<file path="config.mk">
export PLATFORM = sky130hd
export DESIGN_NAME = tx_loop_ctrl
export DESIGN_NICKNAME = d
export VERILOG_FILES = /design/src/rtl/tx_loop_pkg.sv /design/src/rtl/tx_loop_pass_cnt.sv /design/src/rtl/tx_loop_seq_fsm.sv /design/src/rtl/tx_loop_evt_reg.sv /design/src/rtl/tx_loop_ctrl.sv
export SDC_FILE = /design/constraint.sdc
export NUM_CORES = 1
export LEC_CHECK = 0
export ABC_CLOCK_PERIOD_IN_PS = 9700
export BUFFER_PORTS_ARGS = -buffer_cell sky130_fd_sc_hd__buf_2
export CAP_MARGIN = 20
export CORE_UTILIZATION = 30
export DETAILED_ROUTE_END_ITERATION = 6
export PLACE_DENSITY_LB_ADDON = 0.3
export SLEW_MARGIN = 5
export SYNTH_ARGS = -nofsm -noshare
export SYNTH_HDL_FRONTEND = slang
export SYNTH_SLANG_ARGS = --single-unit
</file>
<file path="constraint.sdc">
create_clock -name clk_i -period 9.7 [get_ports clk_i]
set_clock_uncertainty 0.15 [all_clocks]
set_input_delay 1.455 -clock clk_i [delete_from_list [all_inputs] [get_ports clk_i]]
set_output_delay 1.455 -clock clk_i [all_outputs]
set_load 0.02 [all_outputs]
</file>
<file path="src/rtl/tx_loop_pkg.sv">
package tx_loop_pkg;
  typedef enum logic {
    ST_IDLE = 1'b0,
    ST_RUN  = 1'b1
  } run_state_e;

  typedef struct packed {
    logic restart;
    logic done;
    logic loop_end;
  } loop_evt_t;
endpackage

</file>
<file path="src/rtl/tx_loop_pass_cnt.sv">
module tx_loop_pass_cnt #(
  parameter int unsigned CNT_W = 10
) (
  input  logic             clk_i,
  input  logic             rst_ni,
  input  logic             clr_i,
  input  logic             inc_i,
  input  logic             cnt_en_i,
  input  logic [CNT_W-1:0] limit_i,
  output logic             last_o
);
  localparam logic [CNT_W-1:0] CNT_MAX = {CNT_W{1'b1}};

  logic [CNT_W-1:0] cnt_q;
  logic [CNT_W:0]   pass_nxt;

  assign pass_nxt = {1'b0, cnt_q} + {{CNT_W{1'b0}}, 1'b1};
  // limit 0 means unbounded; a clear in the same cycle voids the pass
  assign last_o = cnt_en_i && (limit_i != '0) && !clr_i &&
                  (pass_nxt >= {1'b0, limit_i});

  always_ff @(posedge clk_i or negedge rst_ni) begin
    if (!rst_ni)                       cnt_q <= '0;
    else if (clr_i)                    cnt_q <= '0;
    else if (inc_i && cnt_q != CNT_MAX) cnt_q <= cnt_q + 1'b1;
  end
endmodule

</file>
<file path="src/rtl/tx_loop_seq_fsm.sv">
module tx_loop_seq_fsm
  import tx_loop_pkg::*;
(
  input  logic      clk_i,
  input  logic      rst_ni,
  input  logic      start_i,
  input  logic      stop_i,
  input  logic      seq_end_i,
  input  logic      cont_en_i,
  input  logic      last_i,
  output logic      active_o,
  output logic      start_acc_o,
  output logic      inc_o,
  output loop_evt_t evt_o
);
  run_state_e state_q, state_d;
  logic       end_ev;

  assign active_o    = (state_q == ST_RUN);
  assign start_acc_o = start_i && !stop_i && !active_o;
  assign end_ev      = seq_end_i && !stop_i && active_o;
  assign inc_o       = end_ev && cont_en_i && !last_i;

  always_comb begin
    state_d = state_q;
    evt_o   = '0;
    if (stop_i) begin
      state_d = ST_IDLE;
    end else if (start_acc_o) begin
      state_d = ST_RUN;
    end else if (end_ev) begin
      if (!cont_en_i) begin
        evt_o.done = 1'b1;
        state_d    = ST_IDLE;
      end else if (last_i) begin
        evt_o.loop_end = 1'b1;
        state_d        = ST_IDLE;
      end else begin
        evt_o.restart = 1'b1;
      end
    end
  end

  always_ff @(posedge clk_i or negedge rst_ni) begin
    if (!rst_ni) state_q <= ST_IDLE;
    else         state_q <= state_d;
  end
endmodule

</file>
<file path="src/rtl/tx_loop_evt_reg.sv">
module tx_loop_evt_reg
  import tx_loop_pkg::*;
(
  input  logic      clk_i,
  input  logic      rst_ni,
  input  loop_evt_t evt_i,
  output loop_evt_t evt_o
);
  always_ff @(posedge clk_i or negedge rst_ni) begin
    if (!rst_ni) evt_o <= '0;
    else         evt_o <= evt_i;
  end
endmodule

</file>
<file path="src/rtl/tx_loop_ctrl.sv">
module tx_loop_ctrl
  import tx_loop_pkg::*;
#(
  parameter int unsigned CNT_W = 10
) (
  input  logic             clk_i,
  input  logic             rst_ni,
  input  logic             start_i,
  input  logic             stop_i,
  input  logic             seq_end_i,
  input  logic             cont_en_i,
  input  logic             cnt_en_i,
  input  logic [CNT_W-1:0] loop_num_i,
  input  logic             cnt_rst_i,
  output logic             active_o,
  output logic             restart_o,
  output logic             done_o,
  output logic             loop_end_o
);
  logic      start_acc, inc, last;
  loop_evt_t evt_d, evt_q;

  tx_loop_seq_fsm u_fsm (
    .clk_i       (clk_i),
    .rst_ni      (rst_ni),
    .start_i     (start_i),
    .stop_i      (stop_i),
    .seq_end_i   (seq_end_i),
    .cont_en_i   (cont_en_i),
    .last_i      (last),
    .active_o    (active_o),
    .start_acc_o (start_acc),
    .inc_o       (inc),
    .evt_o       (evt_d)
  );

  tx_loop_pass_cnt #(.CNT_W(CNT_W)) u_cnt (
    .clk_i    (clk_i),
    .rst_ni   (rst_ni),
    .clr_i    (start_acc | cnt_rst_i),
    .inc_i    (inc),
    .cnt_en_i (cnt_en_i),
    .limit_i  (loop_num_i),
    .last_o   (last)
  );

  tx_loop_evt_reg u_evt (
    .clk_i  (clk_i),
    .rst_ni (rst_ni),
    .evt_i  (evt_d),
    .evt_o  (evt_q)
  );

  assign restart_o  = evt_q.restart;
  assign done_o     = evt_q.done;
  assign loop_end_o = evt_q.loop_end;
endmodule

</file>
## Word level (Yosys, flattened, before mapping)

Index checks and enable logic that the tools add are counted.

| operators by class | value |
|---|---|
| add/subtract/negate cells | 2 |
| $lt $le $gt $ge | 1 |
| eq/ne operators | 2 |
| mux-type cells | 15 |
| bitwise gates (word level) | 1 |
| reduce and logical (&&, ||, !) cells | 18 |

Operators with widths:

| kind | count |
|---|---|
| 10-bit two-way mux | 2 |
| 10-bit by 1-bit adder with 11-bit output (second input constant) | 1 |
| 11-bit by 10-bit >= comparator with 1-bit output | 1 |
| 10-bit by 1-bit adder with 10-bit output (second input constant) | 1 |
| 1-bit logical AND | 10 |
| 1-bit two-way mux | 10 |
| 10-bit != test (second input constant) | 1 |
| 10-bit nonzero test | 1 |
| 3-bit two-way mux | 3 |
| 1-bit logical NOT | 4 |
| 4-bit by 2-bit != test with 1-bit output (second input constant) | 1 |
| 3-bit nonzero test | 1 |
| 2-bit AND reduction | 1 |
| 2-bit nonzero test | 1 |
| 1-bit OR | 1 |

| storage, ports and cells | value |
|---|---|
| register bits | 14 |
| input port bits | 18 |
| output and inout port bits | 4 |
| word-level logic and storage cells | 44 |

## Longest topological paths before layout

| depth | value |
|---|---|
| depth in word-level cells | 12 |
| depth in mapped cells | 13 |
| depth with buffers taken out | 12 |

## By module

A second synthesis with hierarchy kept.

| unflattened totals | value |
|---|---|
| cell total of the unflattened synthesis | 122 |
| area, all modules | 1116.1 sq um |

By module, submodules not included:

| module | times used | cells an instance | area each (sq um) | sequential area each (sq um) |
|---|---|---|---|---|
| tx_loop_pass_cnt | 1 | 108 | 932.1 | 250.2 |
| tx_loop_seq_fsm | 1 | 10 | 102.6 | 25.0 |
| tx_loop_evt_reg | 1 | 3 | 75.1 | 75.1 |
| tx_loop_ctrl | 1 | 1 | 6.3 | 0.0 |

## Least setup slack after synthesis

OpenSTA, ideal clock, no wires.

| timing path | value |
|---|---|
| kind | input port to flip-flop |
| start | input loop_num_i[8] |
| end | register u_cnt.cnt_q[3] |
| library setup time | 0.078 ns |
| data arrival time | 3.078 ns |
| slack | 6.395 ns |
| cell stages on the path | 9 |
| path buffers | 1 |
| cells stage by stage | inv_1 -> ha_1 -> a21o_1 -> a21o_1 -> a211oi_4 -> o21ai_2 -> buf_6 -> or3_1 -> a21oi_1 |

| on the way | value |
|---|---|
| longest elaborated chain between the ends | 8 |
| elaborated cells between the ends (all ways) | 9 |
| those cells by class | order compare: 1; reduce/logical: 8 |

RTL lines:

| what | RTL line | text |
|---|---|---|
| from (decl) | tx_loop_ctrl.sv:13 | `input logic [CNT_W-1:0] loop_num_i,` |
| parallel branches: the longest is 3 deep, another holds 11-bit by 10-bit >= comparator with 1-bit output | -- |  |
| 1-bit logical AND * | tx_loop_pass_cnt.sv:19 | `assign last_o = cnt_en_i && (limit_i != '0) && !clr_i &&` |
| 1-bit logical NOT * | tx_loop_seq_fsm.sv:22 | `assign inc_o = end_ev && cont_en_i && !last_i;` |
| 1-bit logical AND * | tx_loop_seq_fsm.sv:22 |  |
| 1-bit logical AND * | tx_loop_pass_cnt.sv:25 | `else if (inc_i && cnt_q != CNT_MAX) cnt_q <= cnt_q + 1'b1;` |
| 2-bit nonzero test (no line) * | -- |  |
| to (signal assigned) | tx_loop_pass_cnt.sv:25 |  |
| to (decl) | tx_loop_pass_cnt.sv:14 | `logic [CNT_W-1:0] cnt_q;` |

Mark *: on every way between the ends.
A chain may end at the register's enable or synchronous reset.

## Final worst setup path

| timing path | value |
|---|---|
| start | register u_cnt.cnt_q[0] |
| end | register u_cnt.cnt_q[7] |

| on the way | value |
|---|---|
| longest elaborated chain between the ends | 7 |
| elaborated cells between the ends (all ways) | 11 |
| those cells by class | add/sub: 2; order compare: 1; eq/ne: 1; mux: 2; reduce/logical: 5 |

RTL lines:

| what | RTL line | text |
|---|---|---|
| 10-bit by 1-bit adder with 11-bit output | tx_loop_pass_cnt.sv:17 | `assign pass_nxt = {1'b0, cnt_q} + {{CNT_W{1'b0}}, 1'b1};` |
| 11-bit by 10-bit >= comparator with 1-bit output | tx_loop_pass_cnt.sv:20 | `(pass_nxt >= {1'b0, limit_i});` |
| 1-bit logical AND | tx_loop_pass_cnt.sv:19 |  |
| 1-bit logical NOT | tx_loop_seq_fsm.sv:22 |  |
| 1-bit logical AND | tx_loop_seq_fsm.sv:22 |  |
| 1-bit logical AND | tx_loop_pass_cnt.sv:25 |  |
| 2-bit nonzero test (no line) | -- |  |

Parallel ways exist; a longest one is shown, timed or not. The select of a mux whose other input is x is not followed.

==> flow_summary.toml <==
[cells_and_area]
drive_above_1_share_pct = 20.1
synthToLayoutAreaGrowth_pct = 17.3
fin_nets = 174
antenna_cells = 0
design_area_um2 = 1250
final_cells = 190

[clock_tree]
cts.sinks = 14
post_cts_buffers = 0
cts_resized = 0
root_buffer = "clkbuf_4"
cts_max_path_buffers = 2
cts_tree = "built"
cts.reportedPaths.clkPinSlew_ps = 80
cts_buffers = 3
ctsHoldBuffers = 0
htreeDepth = 1
worstSkewPairLatency_ps = 270

[sta]
period_share_pct = 35.3
timing_hold_violations_final = 0
worst_pin_slew_ps = 456
slew_violations = 0
setup_viol = 0
worst_slack_ps = 6270
max_slew_margin_pct = 69.3
min_period_ps = 3430
rsz0062_at_grt = "false"
timing.fmax_mhz = 292
fin_tns_setup_ps = 0

[power]
sequentialPowerShare_pct = 51.4
pwr-share-clk_pct = 34.9
p_switching_mw = 0.0285
switching_share_pct = 24.4
total_power_mw = 0.117
p_per_area_nw_per_um2 = 93.6
vdd_drop_max_mv = 0.0703
p_comb_share_pct = 13.8
p_int_mw = 0.0881
p_leak_nw = 0.646

[worst_setup_path]
crit_type = "flop to flop"
cp_cell_sequence = "ha_1, nand3_1, nor2_1, and3_1, xor2_1, ha_1, a21o_1, a21o_1, a211oi_4, o21ai_2, or3_1, a21oi_1"
path_delay_family = "compound AO/OA/AOI/OAI gates"
cp-startpoint = "u_cnt.cnt_q[0]"
critPathSlowestCell = "dfrtp_1"
worstPathArrival_ps = 3470
worst_setup_path_end_kind = "flop"
cp.required_ps = 9750
path_buf_inv = 0
worstPathMaxFanout = 11
worst_setup_path_start_kind = "flop"
max_stage_delay_ps = 430
timing.rr.start = "u_cnt.cnt_q[0]"

[routing]
drt-initial-drc-count = 31
vias_per_cell = 4.92
ant_nets = 0
dr.pass1.iters = 4
drc = 0
via_count = 935
routed_wl_mm = 2.19
routedWlPerCell_um = 11.5

[placement]
place_area_um2 = 1210
dp_hpwl_mm = 1.85
dpl.cell_count = 186
place.gp.congestion = 0.811
port_buffers = 21
place_ws_ps = 6190

[run]
drv_cap = 0

[hold_path]
min_from = "u_cnt.cnt_q[1]"
hold_path.class = "flop to flop"

[logic_synthesis]
syn_area_um2 = 1060
synth_cell_types = 27
ys_ff_latch = 14
syn_nets = 150
syn_area_per_cell_um2 = 8.78
syn_inst = 121
ys_seq_area_share_pct = 33.0
yosysWarnings = 0

[grt]
grt_usage_pct = 12.9
grt_pass1_vias = 914
grt-ovfl-total = 0
antenna_found_initial = 0
grt_pass1_wl_mm = 3.59
grt_max_degree = 15

[outcome]
status = "complete, no violations"

[floorplanning]
start_util_pct = 31.6
rows = 21
io_pins = 22
die_h_um = 61.5
die_area_um2 = 3780
core_um2 = 3360
die_width_um = 61.5
cells in the final DEF, fill, tap and decap left out, types with 2 or more instances in the layout:
cell type / count
buf_2: 21
xor2_1: 9
nor4_1: 2
dfrtp_1: 14
a21oi_1: 9
clkbuf_4: 3
xnor2_1: 4
or3_1: 4
nor2b_1: 2
a21o_1: 4
o211ai_1: 4
nand2_1: 9
o21ai_1: 6
and3_1: 3
inv_1: 9
nor2_1: 11
nand3_1: 8
o21ai_0: 2
ha_1: 11
sequential cells by signal, summed over array words and instances, names as in the netlist:
| name | cells |
|---|---|
| u_evt.evt_o | 3 |
| u_fsm.active_o | 1 |
| u_cnt.cnt_q | 10 |
power groups by stage:
stage                     registers, mW  clock network, mW  logic (mW)
final                            0.0599             0.0406      0.0160
after global routing             0.0600             0.0438      0.0185
after CTS                        0.0600             0.0424      0.0164
after detailed placement         0.0611                  0      0.0163
after global placement           0.0610                  0      0.0156
after floorplan                  0.0619                  0     0.00771
metrics by stage:
step,util (%),hold slack (ps)
4_1_cts,37.1,433
6_report,37.1,423
3_5_place_dp,36.0,421
5_1_grt,37.1,454
3_3_place_gp,36.0,394
2_1_floorplan,-,351
kinds of logic (layout without fill, tap and decap cells):
| group | after synthesis | in the layout | share of synthesized area, % |
|---|---|---|---|
| xor+xnor | 13 | 13 | 10.7 |
| compound gates | 31 | 31 | 20.1 |
| simple gates | 41 | 41 | 18.6 |
| flops | 14 | 14 | 33.0 |
| fa+ha+maj | 11 | 11 | 13.0 |
| buf+inv | 11 | 34 | 4.59 |
routing by layer:
layer	global-route usage (%)	part of all wire (%)	vias up
li1	-	-	476
met1	16.1	47	431
met2	22.4	47	26
met3	1.47	5.2	2
met4	5.08	0.73	0
met5	0	0	-
Yosys cell counts, drive strengths merged:
| cell | number | area share, % |
|---|---|---|
| o2111ai | 1 | 1.4 |
| nand4 | 1 | 0.59 |
| a21oi | 9 | 4.2 |
| ha | 11 | 13 |
| or3 | 4 | 2.4 |
| a21o | 4 | 2.8 |
| and3 | 3 | 1.8 |
| nor2 | 11 | 3.9 |
| nor2b | 2 | 1.2 |
| buf | 2 | 1.4 |
| xnor2 | 4 | 3.3 |
| o211ai | 4 | 2.8 |
| nand3 | 8 | 3.8 |
| nand2 | 9 | 3.2 |
| inv | 9 | 3.2 |
| and2b | 1 | 0.71 |
| o22ai | 1 | 0.59 |
| o21ai | 9 | 4.6 |
| a211oi | 1 | 1.9 |
| nor4 | 2 | 1.2 |
| a31oi | 2 | 1.8 |
| xor2 | 9 | 7.4 |
| dfrtp | 14 | 33 |
worst min-delay path, stage by stage (launching register included):
cell	delay, ps
dfrtp_1	410
nand3_1	70
o21ai_1	60
layout make-up:
class,count,area (µm²)
well taps,46,57.6
clock buffers,4,36.3
flip-flops and latches,14,350
fillers,379,2120
multi-input cells,96,663
inverters,9,33.8
repair buffers,21,105
worst paths after layout:
kind / depth (start not counted) / endpoint / slack (ps)
max: 12 / u_cnt.cnt_q[7] / 6270
min: 2 / u_cnt.cnt_q[1] / 420
max reg2reg: 12 / u_cnt.cnt_q[7] / 6270
min reg2reg: 2 / u_cnt.cnt_q[1] / 420
max in group asynchronous: 1 / u_cnt.cnt_q[9] / 8250
min in group asynchronous: 1 / u_cnt.cnt_q[2] / 910
No activity file was read; power rests on OpenSTA's default activity.
